`src/rtl/qmix_pkg.sv`:
```
package qmix_pkg;
    // Width of the oscillator phase index (four states)
    localparam int PH_W = 2;

    // Action applied to a sample by one oscillator value
    typedef enum logic [1:0] {
        W_ZERO = 2'd0,
        W_PASS = 2'd1,
        W_NEG  = 2'd2
    } weight_e;
endpackage

```
`src/rtl/qmix_lo.sv`:
```
// Oscillator table: phase state to lane actions (cosine on I, negated sine on Q)
module qmix_lo
    import qmix_pkg::*;
(
    input  logic [PH_W-1:0] phase,
    output weight_e         w_i,
    output weight_e         w_q
);
    always_comb begin
        unique case (phase)
            2'd0: begin w_i = W_PASS; w_q = W_ZERO; end
            2'd1: begin w_i = W_ZERO; w_q = W_NEG;  end
            2'd2: begin w_i = W_NEG;  w_q = W_ZERO; end
            default: begin w_i = W_ZERO; w_q = W_PASS; end
        endcase
    end
endmodule

```
`src/rtl/qmix_scale.sv`:
```
// Applies a 0/+1/-1 weight to one sample, widened by one bit
module qmix_scale
    import qmix_pkg::*;
#(
    parameter int IN_W = 12,
    localparam int OUT_W = IN_W + 1
) (
    input  weight_e                  w,
    input  logic signed [IN_W-1:0]   x,
    output logic signed [OUT_W-1:0]  y
);
    logic signed [OUT_W-1:0] ext;

    assign ext = {x[IN_W-1], x};

    always_comb begin
        unique case (w)
            W_PASS:  y = ext;
            W_NEG:   y = -ext;
            default: y = '0;
        endcase
    end
endmodule

```
`src/rtl/quad_mix_fs4.sv`:
```
module quad_mix_fs4
    import qmix_pkg::*;
#(
    parameter int IN_W = 12,
    localparam int OUT_W = IN_W + 1,
    localparam int LANES = 2
) (
    input  logic                     clk,
    input  logic                     rst_n,
    input  logic                     in_valid,
    input  logic signed [IN_W-1:0]   in_sample,
    output logic                     out_valid,
    output logic signed [OUT_W-1:0]  out_i,
    output logic signed [OUT_W-1:0]  out_q
);
    typedef struct packed {
        logic                    vld;
        logic signed [OUT_W-1:0] i;
        logic signed [OUT_W-1:0] q;
        logic [PH_W-1:0]         ph;
    } state_t;

    state_t st_d, st_q;

    weight_e                 w_lane [LANES];
    logic signed [OUT_W-1:0] y_lane [LANES];

    qmix_lo u_lo (
        .phase (st_q.ph),
        .w_i   (w_lane[0]),
        .w_q   (w_lane[1])
    );

    // Lane 0 is in-phase, lane 1 is quadrature
    for (genvar g = 0; g < LANES; g++) begin : g_lane
        qmix_scale #(.IN_W(IN_W)) u_scale (
            .w (w_lane[g]),
            .x (in_sample),
            .y (y_lane[g])
        );
    end

    always_comb begin
        st_d     = st_q;
        st_d.vld = in_valid;
        if (in_valid) begin
            st_d.i  = y_lane[0];
            st_d.q  = y_lane[1];
            st_d.ph = st_q.ph + 1'b1;
        end
    end

    always_ff @(posedge clk or negedge rst_n) begin
        if (!rst_n) st_q <= '0;
        else        st_q <= st_d;
    end

    assign out_valid = st_q.vld;
    assign out_i     = st_q.i;
    assign out_q     = st_q.q;
endmodule

```
`config.mk`:
```
export PLATFORM = sky130hd
export DESIGN_NAME = quad_mix_fs4
export DESIGN_NICKNAME = d
export VERILOG_FILES = /design/src/rtl/qmix_pkg.sv /design/src/rtl/qmix_lo.sv /design/src/rtl/qmix_scale.sv /design/src/rtl/quad_mix_fs4.sv
export SDC_FILE = /design/constraint.sdc
export NUM_CORES = 1
export LEC_CHECK = 0
export ABC_AREA = 1
export BUFFER_PORTS_ARGS = -buffer_cell sky130_fd_sc_hd__buf_2
export CORE_MARGIN = 3
export CORE_UTILIZATION = 35
export DETAILED_ROUTE_END_ITERATION = 8
export GPL_TIMING_DRIVEN = 0
export SLEW_MARGIN = 10
export SYNTH_ARGS = -nofsm -noshare
export SYNTH_HDL_FRONTEND = slang
export SYNTH_HIERARCHICAL = 1
export SYNTH_SLANG_ARGS = --single-unit
```
`constraint.sdc`:
```
create_clock -name clk -period 3.3 [get_ports clk]
set_input_delay 0.33 -clock clk [delete_from_list [all_inputs] [get_ports clk]]
set_output_delay 0.33 -clock clk [all_outputs]
set_load 0.05 [all_outputs]
```
==> metrics <==
number of design rule violations left after detail routing=0; Final Setup Violations=0; area overhead of the layout relative to synthesis=17.8%; DRT iter0 DRCs=106; clock buffers created by TritonCTS=5; PostCTS Resize Cnt=0; initial standard-cell utilization of the core=0.364; clock-pin slew reported for the worst setup and hold paths after clock tree synthesis=0.08 ns; number of buffers added to fix hold violations after cts=0; TritonRoute pass-1 iters=4; overall die height=around 90 µm; Final Hold Vio Count=0; biggest area consumer among synthesized cells=dfrtp_1; Critical Path End Type=flop; Final GP Congestion=roughly 0.93; crit path max fanout=10; Worst setup SP type=flop; number of global-route vias before repair=around 2,300; worst-margin pin slew=0.680 ns; clock tree skew after final layout=0.00808 ns; number of nets produced by synthesis=388; Max H-tree Level=2; accumulated negative setup slack=0 ns; upper clock frequency limit=524 MHz; final antenna diode count=0; RSZ-0062 raised after global routing=no; detailed-route via count=2,333; worst ir drop on vdd=about 220 µV; Die Area=between 0.008 and 0.009 mm²; CP Data Required Time=around 3.5 ns; Overflow after GRT=0; Root Driver=clkbuf_8; largest net degree at the start of global routing=30; top cells by area in the synthesized netlist=dfrtp_1, nand2_1, inv_1, buf_4, o21ai_2; pwr/cell area=just under 600 mW/mm²; Post-Layout Cell Count=slightly above 500; Total Nets Final=roughly 440; max-capacitance violation count=0; TritonCTS clock tree=yes; cell area after technology mapping=0.00248 mm²; worst relative slew slack=0.547; area share of the leading cell type in the synthesized netlist=0.292; max-slew violations=0; number of buffers inserted by post-CTS setup repair=0; Seq cells post-synth=29; average footprint of a synthesized cell=around 6.8 µm²; Critical Setup Path Class=reg -> reg; period utilization=0.579; IO buf count=~40; Final Routed Wirelength=6.19 mm; Clock Path Buffers=2; placed cells=504; post-detailed-route wirelength per cell=12.1 µm; detailed placer's ending HPWL=4.78 mm; fraction of layout cells with a size suffix above 1=0.310; core area=0.00683 mm²; kind of path behind the tightest hold check=in -> async; source-to-sink clock delay at the later pin of the worst-skew pair=0.29 ns; number of sinks driven by the clock tree=29; number of distinct library cells after synthesis=26; share of synthesized area occupied by flip-flops and latches=0.292; IO Pins=42; Final min period=1.91 ns; antenna violations before repair=0; static power due to leakage=1.47 nW; count of nets left with antenna violations after detail routing=0; global router's overall resource usage=0.160; data arrival at the endpoint of the critical path=2.09 ns; vias per std cell=approximately 4.6; Horiz. Die Dim=between 90 and 100 µm; number of cells produced by synthesis=367; num rows=30; outcome=finished, final reports clean; yosys warns=6; wire length of the first global-routing pass=10.7 mm
==> state kept, by name (all words and copies together) (netlist names) <==
signal	flops
st_q	2
out_i	13
out_q	13
out_valid	1
==> worst paths after layout <==
path | from | endpoint | slack [ns] | cells past startpoint
hold reg to reg | out_q[4]$_DFFE_PN0P_ | out_q[4]$_DFFE_PN0P_ | 0.51 | 2
min in group clk | in_valid | out_valid$_DFF_PN0_ | 0.17 | 1
setup reg to reg | st_q[0]$_DFFE_PN0P_ | out_q[5]$_DFFE_PN0P_ | 1.39 | 10
setup / recovery | st_q[0]$_DFFE_PN0P_ | out_q[5]$_DFFE_PN0P_ | 1.39 | 10
hold / removal | rst_n | out_q[3]$_DFFE_PN0P_ | 0.07 | 1
max in group asynchronous | rst_n | out_q[11]$_DFFE_PN0P_ | 2.78 | 1
==> cell usage after synthesis (all sizes together) <==
cell type,number
nand2,88
o21ai,41
inv,68
nor2,42
nand3,22
dfrtp,29
a21oi,26
clkbuf,2
o21bai,1
nand4,2
buf,36
nor3,4
ha,6
==> where the power goes <==
group / internal, mW / switching (mW) / total [mW]
clock: 0.246 / 0.156 / 0.402
sequential: 0.420 / 0.0402 / 0.460
combinational: 0.275 / 0.565 / 0.840
total: 0.941 / 0.761 / 1.70
==> kinds of logic (layout without fill, tap and decap cells) <==
kind of cell / count (synthesis) / after routing / share of synthesized area
and+or+nand+nor: 158 / 158 / 0.286
adders and majority gates: 6 / 6 / 0.0302
AOI/OAI and AO/OA: 68 / 68 / 0.165
DFF: 29 / 29 / 0.292
buffers and inverters: 106 / 155 / 0.227
==> critical path, stage by stage (launching register included) <==
cell,delay [ns]
dfrtp_1,0.46
nand2_1,0.08
inv_1,0.07
inv_1,0.04
ha_1,0.26
clkbuf_1,0.40
inv_1,0.17
nand2_1,0.10
a21oi_1,0.05
nand2_1,0.10
o21ai_2,0.05
==> area by class of cell <==
type                       count  area (µm²)
tap                           96         120
multi-input combinational    232        1200
buffer                        38         308
timing repair buffer          41         205
inverter                      68         255
clock inverter                 1        30.0
sequential                    29         726
fill                         761        3910
clock buffer                   7        86.3
==> cell usage in the layout (no fill, tap or decap) <==
master,Yosys,layout
buf_6,7,7
o21ai_2,17,17
buf_2,1,42
buf_1,1,1
nor2_2,10,10
ha_1,6,6
nor2_4,4,4
nor3_1,4,4
nand2_2,3,3
buf_4,27,27
inv_1,60,60
nand2_1,85,85
o21bai_1,1,1
o21ai_1,10,10
o21ai_0,14,14
clkbuf_1,1,2
inv_2,8,8
nand3_1,20,20
nand3_2,1,1
clkbuf_8,1,7
bufinv_16,0,1
nand3_4,1,1
a21oi_2,1,1
nand4_1,2,2
nor2_1,28,28
a21oi_1,25,25
dfrtp_1,29,29
==> per-stage QoR <==
stage	hold WS (ns)	power, mW	worst slack, ns	util	cell area (µm²)
final	0.0694	1.70	1.39	0.428	2930
after global routing	0.130	1.83	1.17	0.428	2930
after CTS	0.0997	1.72	1.38	0.428	2930
after detailed placement	0.420	1.31	1.38	0.411	2810
after global placement	0.414	1.30	1.41	0.411	2810
after floorplan	0.0344	1.13	1.72	-	2480
==> per-layer routing <==
| layer | wire length (µm) | vias up | GRT usage |
|---|---|---|---|
| li1 | - | 1211 | - |
| met2 | 2930 | 52 | 0.271 |
| met5 | 0 | - | 0 |
| met4 | 87 | 0 | 0.0472 |
| met3 | 337 | 8 | 0.0325 |
| met1 | 2840 | 1062 | 0.205 |
Power figures use the tool's default switching activity.
